--- config.mk ---
export PLATFORM = sky130hd
export DESIGN_NAME = pmu_ovf_irq_ctrl
export DESIGN_NICKNAME = d
export VERILOG_FILES = /design/src/rtl/pmu_ovf_pkg.sv /design/src/rtl/pmu_range_decode.sv /design/src/rtl/pmu_irq_gate.sv /design/src/rtl/pmu_irq_level.sv /design/src/rtl/pmu_ovf_irq_ctrl.sv
export SDC_FILE = /design/constraint.sdc
export NUM_CORES = 1
export LEC_CHECK = 0
export ABC_AREA = 1
export CORE_ASPECT_RATIO = 1.25
export CORE_UTILIZATION = 44
export DETAILED_ROUTE_END_ITERATION = 8
export DONT_BUFFER_PORTS = 1
export GPL_TIMING_DRIVEN = 0
export PLACE_DENSITY_LB_ADDON = 0.1
export SLEW_MARGIN = 20
export SYNTH_ARGS = -nofsm -noshare
export SYNTH_HDL_FRONTEND = slang
export SYNTH_HIERARCHICAL = 1
export SYNTH_SLANG_ARGS = --single-unit
--- constraint.sdc ---
create_clock -name clk -period 2.48 [get_ports clk]
set_clock_uncertainty 0.15 [all_clocks]
set_input_delay 0.248 -clock clk [delete_from_list [all_inputs] [get_ports clk]]
set_output_delay 0.248 -clock clk [all_outputs]
set_load 0.005 [all_outputs]
--- src/rtl/pmu_ovf_pkg.sv ---
package pmu_ovf_pkg;
  localparam int DEF_CNT_W = 32;

  typedef enum logic [0:0] {
    RNG_LOW  = 1'b0,
    RNG_HIGH = 1'b1
  } range_e;

  typedef struct packed {
    logic nested;
    logic high;
  } mode_t;

  function automatic logic guest_view(input mode_t m);
    return m.nested & ~m.high;
  endfunction
endpackage

--- src/rtl/pmu_range_decode.sv ---
module pmu_range_decode
  import pmu_ovf_pkg::*;
#(
  parameter int CNT_W = DEF_CNT_W,
  parameter int IDX_W = $clog2(CNT_W)
) (
  input  mode_t              mode,
  input  logic [IDX_W-1:0]   hpmn,
  input  logic [IDX_W-1:0]   num_impl,
  output logic [CNT_W-1:0]   reserved,
  output logic [CNT_W-1:0]   implemented,
  output logic [CNT_W-1:0]   access,
  output logic [IDX_W-1:0]   count_field
);
  localparam int GEN_CNT = CNT_W - 1;

  logic part_on;
  assign part_on = mode.nested & (hpmn < num_impl);

  for (genvar i = 0; i < GEN_CNT; i++) begin : g_gen
    localparam logic [IDX_W:0] IDX = (IDX_W+1)'(i);
    logic is_impl;
    assign is_impl        = IDX < {1'b0, num_impl};
    assign implemented[i] = is_impl;
    assign reserved[i]    = part_on & is_impl & (IDX >= {1'b0, hpmn});
  end

  assign implemented[GEN_CNT] = 1'b1;
  assign reserved[GEN_CNT]    = 1'b0;

  assign access      = guest_view(mode) ? (implemented & ~reserved) : implemented;
  assign count_field = guest_view(mode) ? hpmn : num_impl;
endmodule

--- src/rtl/pmu_irq_gate.sv ---
module pmu_irq_gate
  import pmu_ovf_pkg::*;
#(
  parameter int CNT_W = DEF_CNT_W
) (
  input  logic [CNT_W-1:0] ovf,
  input  logic [CNT_W-1:0] inten,
  input  logic [CNT_W-1:0] reserved,
  input  logic             low_en,
  input  logic             high_en,
  output logic [CNT_W-1:0] pending,
  output logic             any
);
  for (genvar i = 0; i < CNT_W; i++) begin : g_bit
    range_e owner;
    logic   range_on;
    assign owner      = reserved[i] ? RNG_HIGH : RNG_LOW;
    assign range_on   = (owner == RNG_HIGH) ? high_en : low_en;
    assign pending[i] = ovf[i] & inten[i] & range_on;
  end

  assign any = |pending;
endmodule

--- src/rtl/pmu_irq_level.sv ---
module pmu_irq_level (
  input  logic clk,
  input  logic rst_n,
  input  logic level_in,
  output logic irq_level,
  output logic level_changed
);
  logic differs;
  assign differs = level_in != irq_level;

  always_ff @(posedge clk) begin
    if (!rst_n) begin
      irq_level     <= 1'b0;
      level_changed <= 1'b0;
    end else begin
      level_changed <= differs;
      if (differs) irq_level <= level_in;
    end
  end

  AST_LEVEL_TRACKS: assert property (@(posedge clk) disable iff (!rst_n)
    1'b1 |=> irq_level == $past(level_in));
  AST_PULSE_ON_TOGGLE: assert property (@(posedge clk) disable iff (!rst_n)
    level_changed |-> irq_level != $past(irq_level));
  AST_QUIET_HOLDS: assert property (@(posedge clk) disable iff (!rst_n)
    !level_changed |-> $stable(irq_level));
endmodule

--- src/rtl/pmu_ovf_irq_ctrl.sv ---
module pmu_ovf_irq_ctrl
  import pmu_ovf_pkg::*;
#(
  parameter int CNT_W = DEF_CNT_W,
  parameter int IDX_W = $clog2(CNT_W)
) (
  input  logic             clk,
  input  logic             rst_n,
  input  logic             nested_en,
  input  logic             high_mode,
  input  logic [IDX_W-1:0] hpmn,
  input  logic [IDX_W-1:0] num_impl,
  input  logic             low_gen_en,
  input  logic             high_gen_en,
  input  logic [CNT_W-1:0] ovf_status,
  input  logic [CNT_W-1:0] int_enable,
  output logic [CNT_W-1:0] reserved_mask,
  output logic [CNT_W-1:0] access_mask,
  output logic [IDX_W-1:0] count_field,
  output logic             irq_level,
  output logic             level_changed
);
  mode_t            mode;
  logic [CNT_W-1:0] impl_mask;
  logic [CNT_W-1:0] pending;
  logic             any_pending;

  assign mode.nested = nested_en;
  assign mode.high   = high_mode;

  pmu_range_decode #(.CNT_W(CNT_W), .IDX_W(IDX_W)) u_range (
    .mode        (mode),
    .hpmn        (hpmn),
    .num_impl    (num_impl),
    .reserved    (reserved_mask),
    .implemented (impl_mask),
    .access      (access_mask),
    .count_field (count_field)
  );

  pmu_irq_gate #(.CNT_W(CNT_W)) u_gate (
    .ovf      (ovf_status),
    .inten    (int_enable),
    .reserved (reserved_mask),
    .low_en   (low_gen_en),
    .high_en  (high_gen_en),
    .pending  (pending),
    .any      (any_pending)
  );

  pmu_irq_level u_level (
    .clk           (clk),
    .rst_n         (rst_n),
    .level_in      (any_pending),
    .irq_level     (irq_level),
    .level_changed (level_changed)
  );

  AST_RSV_OFF: assert property (@(posedge clk) disable iff (!rst_n)
    (!nested_en || hpmn >= num_impl) |-> reserved_mask == '0);
  AST_CYCLE_NEVER_RSV: assert property (@(posedge clk) disable iff (!rst_n)
    !reserved_mask[CNT_W-1]);
  AST_LOW_GATED: assert property (@(posedge clk) disable iff (!rst_n)
    !low_gen_en |-> (pending & ~reserved_mask) == '0);
  AST_HIGH_GATED: assert property (@(posedge clk) disable iff (!rst_n)
    !high_gen_en |-> (pending & reserved_mask) == '0);
  AST_ACCESS_EXCLUDES_RSV: assert property (@(posedge clk) disable iff (!rst_n)
    (nested_en && !high_mode) |-> (access_mask & reserved_mask) == '0);
  AST_ACCESS_IN_IMPL: assert property (@(posedge clk) disable iff (!rst_n)
    (access_mask & ~impl_mask) == '0);
endmodule

==> metrics.md, run 1 <==
| Metric | Value |
|---|---|
| N_diodes | 0 |
| CTS Hold Buffers Added | 0 |
| Post-DP Area | about 2400 µm² |
| Cell internal pwr | ~310 µW |
| # port buffers | 0 |
| Switch share | 51.7% |
| HP Class | in2reg |
| Initial drt markers | 157 |
| Final Non-Filler Cells | 588 |
| Least-Margin Pin Slew | 0.582 ns |
| TritonCTS Sinks | 2 |
| Global route overflow | 0 |
| Peak VDD IR | approximately 0.13 mV |
| H-Tree Depth | 1 |
| WHS Endpoint | u_level/irq_level$_SDFFE_PN0P_ |
| Worst Setup End Kind | register |
| GRT Total Usage | 29.8% |
| Crit path top cell by count | nand2_2 |
| Final min period | 2.38 ns |
| Startpoint Class | primary input |
| CP required | 2.42 ns |
| Hold WS | 0.000658 ns |
| Multi-input logic area | 2000 µm² |
| Dpl cells | 570 |
| R2R setup slack | 1.71 ns |
| Slowest cell on the critical path | nor3_4 |
| Synthesized cell area | ~2300 µm² |
| DR top layer | met4 |
| P per Cell Area | around 220 nW/µm² |
| Fin crit share | 96.0% |
| Reg clk slew, reported paths | 0.03 ns |
| Synth warn | 6 |
| Critical path class | in2reg |
| Final Cell Area | 2890 µm² |
| Reg-to-reg endpoint | u_level/level_changed$_SDFF_PN0_ |
| Met2 wire len | 4360 µm |
| DIE AREA | approximately 5600 µm² |
| Pre-CTS WS | -0.533 ns |
| Layout fillers | 582 |
| Routed wire length | 8640 µm |
| Die Height | 83.5 µm |
| Sequence of cells on the critical path | buf_12 > inv_8 > ha_4 > nand2_2 > inv_2 > nand2_2 > nand2_2 > nor2_2 > buf_6 > nand2_8 > nor3_4 > nand2_1 > nand3_2 > nand2_2 > nor2_2 > nand2_1 > nor2_2 > nand2_2 > o21ai_1 > nor2_1 |
| Area grow syn2layout | 23.9% |
| Die X | about 67 µm |
| Vias in the first global route | 2895 |
| Status | complete, no violations |
| Crit path launch | num_impl[3] |
| Pre-Repair DR Iteration Count | 4 |
| Via/cell ratio | 5.26 |
| Total I/O pin count | 151 |
| CTS Buffer Depth | 2 |
| F_max | 420 MHz |
| First-pass GRT wire length | around 13000 µm |
| Routability cong. | 0.959 |
| Register area | 40.0 µm² |
| Mapped Cells | 508 |
| Final Slew Violations | 0 |
| Worst r2r src | u_level/irq_level$_SDFFE_PN0P_ |
| Clk_lat worst skew | ~0.21 ns |
| Fin util | a little under three fifths |
| Post-Syn Area per Cell | 4.60 µm² |
| Worst R2R Path Depth | 3 |
| Root buffer cell | clkbuf_8 |
| Post-DR wirelength/cell | between 10 and 15 µm |
| Syn Nets | a little under 600 |
| Seq pwr share | 5.7% |
| Share of cells above drive strength 1 | 21.3% |
| Starting Density | 46.0% |
| Met3 wire length | 673 µm |
| Initial antenna violation count | 0 |
| DR vias | 3094 |
| Clk pwr share | around a fifth |
| Placeable Area | between 5000 and 6000 µm² |
| Comb pwr share | 74.7% |
| P_leak | 1.61 nW |
| Largest net degree at the start of global routing | 11 |
| Final hold violation count | 0 |
| Crit path max fanout | 9 |
| Final Setup Violations | 0 |
| Layout Nets | around 600 |
| Total Power | approximately 640 µW |
| RSZ-0062 raised after global routing | true |
| Largest stage delay, worst path | 0.27 ns |
| CTS Buf Count | 3 |
| CTS tree | done |
| HPWL Detailed | 6900 µm |
| Post-route ant nets | 0 |
| Psw | between 300 and 400 µW |
| # rows | 29 |
| Hold Path Depth | 2 |
| Setup ws final | 0.0996 ns |
| DRT met1 WL | 3320 µm |
| MaxCap Viol Count | 0 |
| Arrival time at the worst endpoint | about 2.3 ns |
| Post-route DRC violation count | 0 |
| Worst slew margin | 61.2% |
| Hold Crit Start | rst_n |
| Total negative slack | 0 ns |
[timing repair]
item                                   CTS  global route
pin swaps                                2            17
resized for setup                       33            36
setup endpoints to repair                2             2
endpoints found under the hold margin    0             0
buffers inserted                         4            10
cloned                                   0             1
[area by class of cell]
type	count	area share [%]
clock buffers	3	1.43
plain buffers	19	5.79
multi-input cells	376	69.0
repair buffers	15	4.50
well taps	62	2.68
flip-flops and latches	2	1.38
inverters	111	15.2
[routing by layer]
| metal | vias up | global-route usage [%] |
|---|---|---|
| li1 | 1563 | - |
| met1 | 1363 | 33.8 |
| met2 | 142 | 53.3 |
| met3 | 26 | 4.51 |
| met4 | 0 | 11.8 |
| met5 | - | 0 |
[registers in the layout (all words and copies together), names as in the netlist]
name,cells
u_level/irq_level,1
u_level/level_changed,1
[placed cells by master (no fill, tap or decap), drive strengths merged]
cell / instances
a21oi: 10
a31oi: 12
and3: 3
buf: 31
clkbuf: 6
clkinv: 1
conb: 2
dfxtp: 2
ha: 4
inv: 110
nand2: 182
nand3: 50
nand3b: 1
nand4: 1
nor2: 64
nor3: 11
nor3b: 1
o21ai: 19
or2: 16
[how the worst max path moves through the flow]
stage,endpoint,cells past startpoint,slack [ns]
floorplan,u_level/level_changed$_SDFF_PN0_,21,0.004
global placement,u_level/level_changed$_SDFF_PN0_,18,-0.52
detailed placement,u_level/level_changed$_SDFF_PN0_,18,-0.53
CTS,u_level/level_changed$_SDFF_PN0_,20,0.005
global route,u_level/level_changed$_SDFF_PN0_,20,-0.07
finish,u_level/level_changed$_SDFF_PN0_,20,0.1
[power by group through the flow]
| stage | sequential [mW] | combinational [mW] | clock (mW) |
|---|---|---|---|
| 3_5_place_dp | 0.0364 | 0.382 | 0 |
| 3_3_place_gp | 0.0364 | 0.378 | 0 |
| 4_1_cts | 0.0360 | 0.418 | 0.128 |
| 6_report | 0.0361 | 0.475 | 0.125 |
| 2_1_floorplan | 0.0362 | 0.300 | 0 |
| 5_1_grt | 0.0366 | 0.524 | 0.129 |
[worst max-delay path, delay by kind of cell]
family / cells / cell delay (ns)
compound gates: 1 / 0.14
fa+ha+maj: 1 / 0.19
buf+inv: 4 / 0.40
simple gates: 14 / 1.33
Note: power is estimated with default switching activity, not from simulation.
==> inputs of run 2 (changes only) <==
Settings changed: GPL_TIMING_DRIVEN 0 to default.
==> run 2 against run 1 <==
Sequential share of layout area about the same. Worst hold slack improved by 0.033 ns. Clock power up 3%. Final area decreased by 0.39%. Clock-buffer cell count did not move. Setup slack better by 0.089 ns. Sequential power about the same. Non-clock buffer count increased by 26. Critical path depth is 2 lower. Die area unchanged. Global-route usage is 0.93 points lower. Critical path type unchanged. Highest routed layer unchanged.
==> metrics.md, run 2 (synthesized netlist as in run 1, its figures left out) <==
| Metric | Value |
|---|---|
| Status | complete, no violations |
| Total I/O pin count | 151 (unchanged) |
| WHS Endpoint | u_level/level_changed$_SDFF_PN0_ |
| Sequence of cells on the critical path | inv_2 > ha_1 > nand2_1 > inv_1 > nor2_2 > nand2_1 > nor2_4 > nand2_4 > nor3_4 > nand2_1 > nand3_2 > nand2_1 > nor2_1 > nand2_1 > nor2_2 > nand2_2 > o21ai_1 > nor2_1 |
| First-pass GRT wire length | 12900 µm (-2.5%) |
| Initial drt markers | 188 (+20%) |
| TritonCTS Sinks | 2 (unchanged) |
| Area grow syn2layout | 23.4% |
| Placeable Area | 5080 µm² (unchanged) |
| Post-route ant nets | 0 (unchanged) |
| Final Slew Violations | 0 (unchanged) |
| HP Class | in2reg |
| Most frequent cells in the layout | nand2_1, inv_1, buf_4 |
| Peak VDD IR | 0.178 mV (+41%) |
| Routed wire length | 8350 µm (-3.3%) |
| Via/cell ratio | 5.20 (-1.3%) |
| P_leak | 1.75 nW (+8.3%) |
| Reg clk slew, reported paths | 0.03 ns (about the same) |
| Initial antenna violation count | 0 (unchanged) |
| Post-DR wirelength/cell | 13.6 µm (-7.4%) |
| HPWL Detailed | 6760 µm (-1.9%) |
| Least-Margin Pin Slew | 0.502 ns (-0.0798 ns) |
| CTS Buf Count | 3 (unchanged) |
| CP required | 2.43 ns (about the same) |
| Final Cell Area | 2880 µm² (-0.39%) |
| Fin crit share | 92.4% (-3.6 points) |
| DIE AREA | 5610 µm² (unchanged) |
| Vias in the first global route | 2812 (-2.9%) |
| Startpoint Class | primary input |
| Arrival time at the worst endpoint | 2.24 ns (-0.08 ns) |
| CTS Buffer Depth | 2 (unchanged) |
| Crit path max fanout | 10 (+1) |
| Worst slew margin | 66.4% (+5.2 points) |
| Slowest cell on the critical path | ha_1 |
| N_diodes | 0 (unchanged) |
| Starting Density | 46.0% (unchanged) |
| # port buffers | 0 (unchanged) |
| R2R setup slack | 1.70 ns (about the same) |
| Most common cell after layout, fill and taps aside | nand2_1 |
| Critical path class | in2reg |
| Post-DP Area | 2690 µm² (+9.9%) |
| Crit path top cell by count | nand2_1 |
| F_max | 436 MHz (+3.9%) |
| Largest stage delay, worst path | 0.29 ns (+0.02 ns) |
| Layout fillers | 582 (unchanged) |
| Hold Path Depth | 2 (unchanged) |
| Routability cong. | 0.960 (+0.17%) |
| MaxCap Viol Count | 0 (unchanged) |
| # rows | 29 (unchanged) |
| Root buffer cell | clkbuf_8 |
| Pre-Repair DR Iteration Count | 5 (+1) |
| Total Power | 600 µW (-5.6%) |
| Hold Crit Start | rst_n |
| Worst Setup End Kind | register |
| Largest net degree at the start of global routing | 32 (+21) |
| Share of cells above drive strength 1 | 21.7% (+0.45 points) |
| Post-route DRC violation count | 0 (unchanged) |
| Final hold violation count | 0 (unchanged) |
| Reg-to-reg endpoint | u_level/level_changed$_SDFF_PN0_ |
| CTS tree | done |
| Layout Nets | 638 (+4.2%) |
| Fin util | 56.7% (-0.22 points) |
| Worst r2r src | u_level/irq_level$_SDFFE_PN0P_ |
| Die X | 67.2 µm (unchanged) |
| Largest regs | u_level/irq_level: 1 flops, u_level/level_changed: 1 flops |
| Final min period | 2.29 ns (-0.0891 ns) |
| H-Tree Depth | 1 (unchanged) |
| Worst R2R Path Depth | 3 (unchanged) |
| Global route overflow | 0 (unchanged) |
| Die Height | 83.5 µm (unchanged) |
| GRT Total Usage | 28.9% (-0.93 points) |
| Total negative slack | 0 ns (unchanged) |
| Clk_lat worst skew | 0.21 ns (about the same) |
| DR vias | 3190 (+3.1%) |
| Final Setup Violations | 0 (unchanged) |
| P per Cell Area | 208 nW/µm² (-5.3%) |
run 2: layout make-up:
cell class	instances	area, µm²	share of cell area [%]
Multi-Input combinational cell	376	1850	64.1
Timing Repair Buffer	60	459	15.9
Inverter	111	417	14.5
Tap cell	62	77.6	2.69
Clock buffer	3	41.3	1.43
Sequential cell	2	40.0	1.39
run 2: per-stage QoR:
stage | hold WS, ns | setup WS [ns] | instances
CTS | 0.0201 | 0.173 | 605
floorplan | 0.196 | 0.00368 | 508
global route | 0.0450 | -0.0129 | 614
finish | 0.0338 | 0.189 | 614
detailed placement | 0.205 | -0.0443 | 601
global placement | 0.208 | -0.0184 | 601
run 2: power by group:
group | total (mW) | switching, mW | internal [mW]
clock | 0.129 | 0.0265 | 0.103
combinational | 0.435 | 0.269 | 0.166
sequential | 0.0362 | 0.00159 | 0.0346
run 2: worst max path at each step:
stage	from	to	slack, ns	cells past startpoint
floorplan	num_impl[4]	u_level/level_changed$_SDFF_PN0_	0.004	21
global placement	num_impl[4]	u_level/level_changed$_SDFF_PN0_	-0.02	19
detailed placement	num_impl[4]	u_level/level_changed$_SDFF_PN0_	-0.04	19
CTS	num_impl[4]	u_level/level_changed$_SDFF_PN0_	0.17	19
global route	num_impl[4]	u_level/level_changed$_SDFF_PN0_	-0.01	18
finish	num_impl[4]	u_level/level_changed$_SDFF_PN0_	0.19	18
run 2: layer usage:
layer  vias to the layer above  share of wire, %  global-route usage [%]  routed length [µm]
met1                      1377                39                    35.2                3260
met5                         -                 0                       0                   0
met3                        23               9.6                    5.46                 803
met2                       178                48                    49.5                4000
met4                         0               3.4                    8.51                 283
li1                       1612                 -                       -                   -
run 2: what timing repair did:
action | in CTS | in global routing
hold buffers | 1 | 0
setup endpoints to repair | 0 | 2
resized for setup | 0 | 22
endpoints found under the hold margin | 1 | 0
buffers inserted | 0 | 7
run 2: critical path, delay by kind of cell:
family	cells	cell delay [ns]
compound gates	1	0.12
simple gates	14	1.52
buf+inv	2	0.06
fa+ha+maj	1	0.29
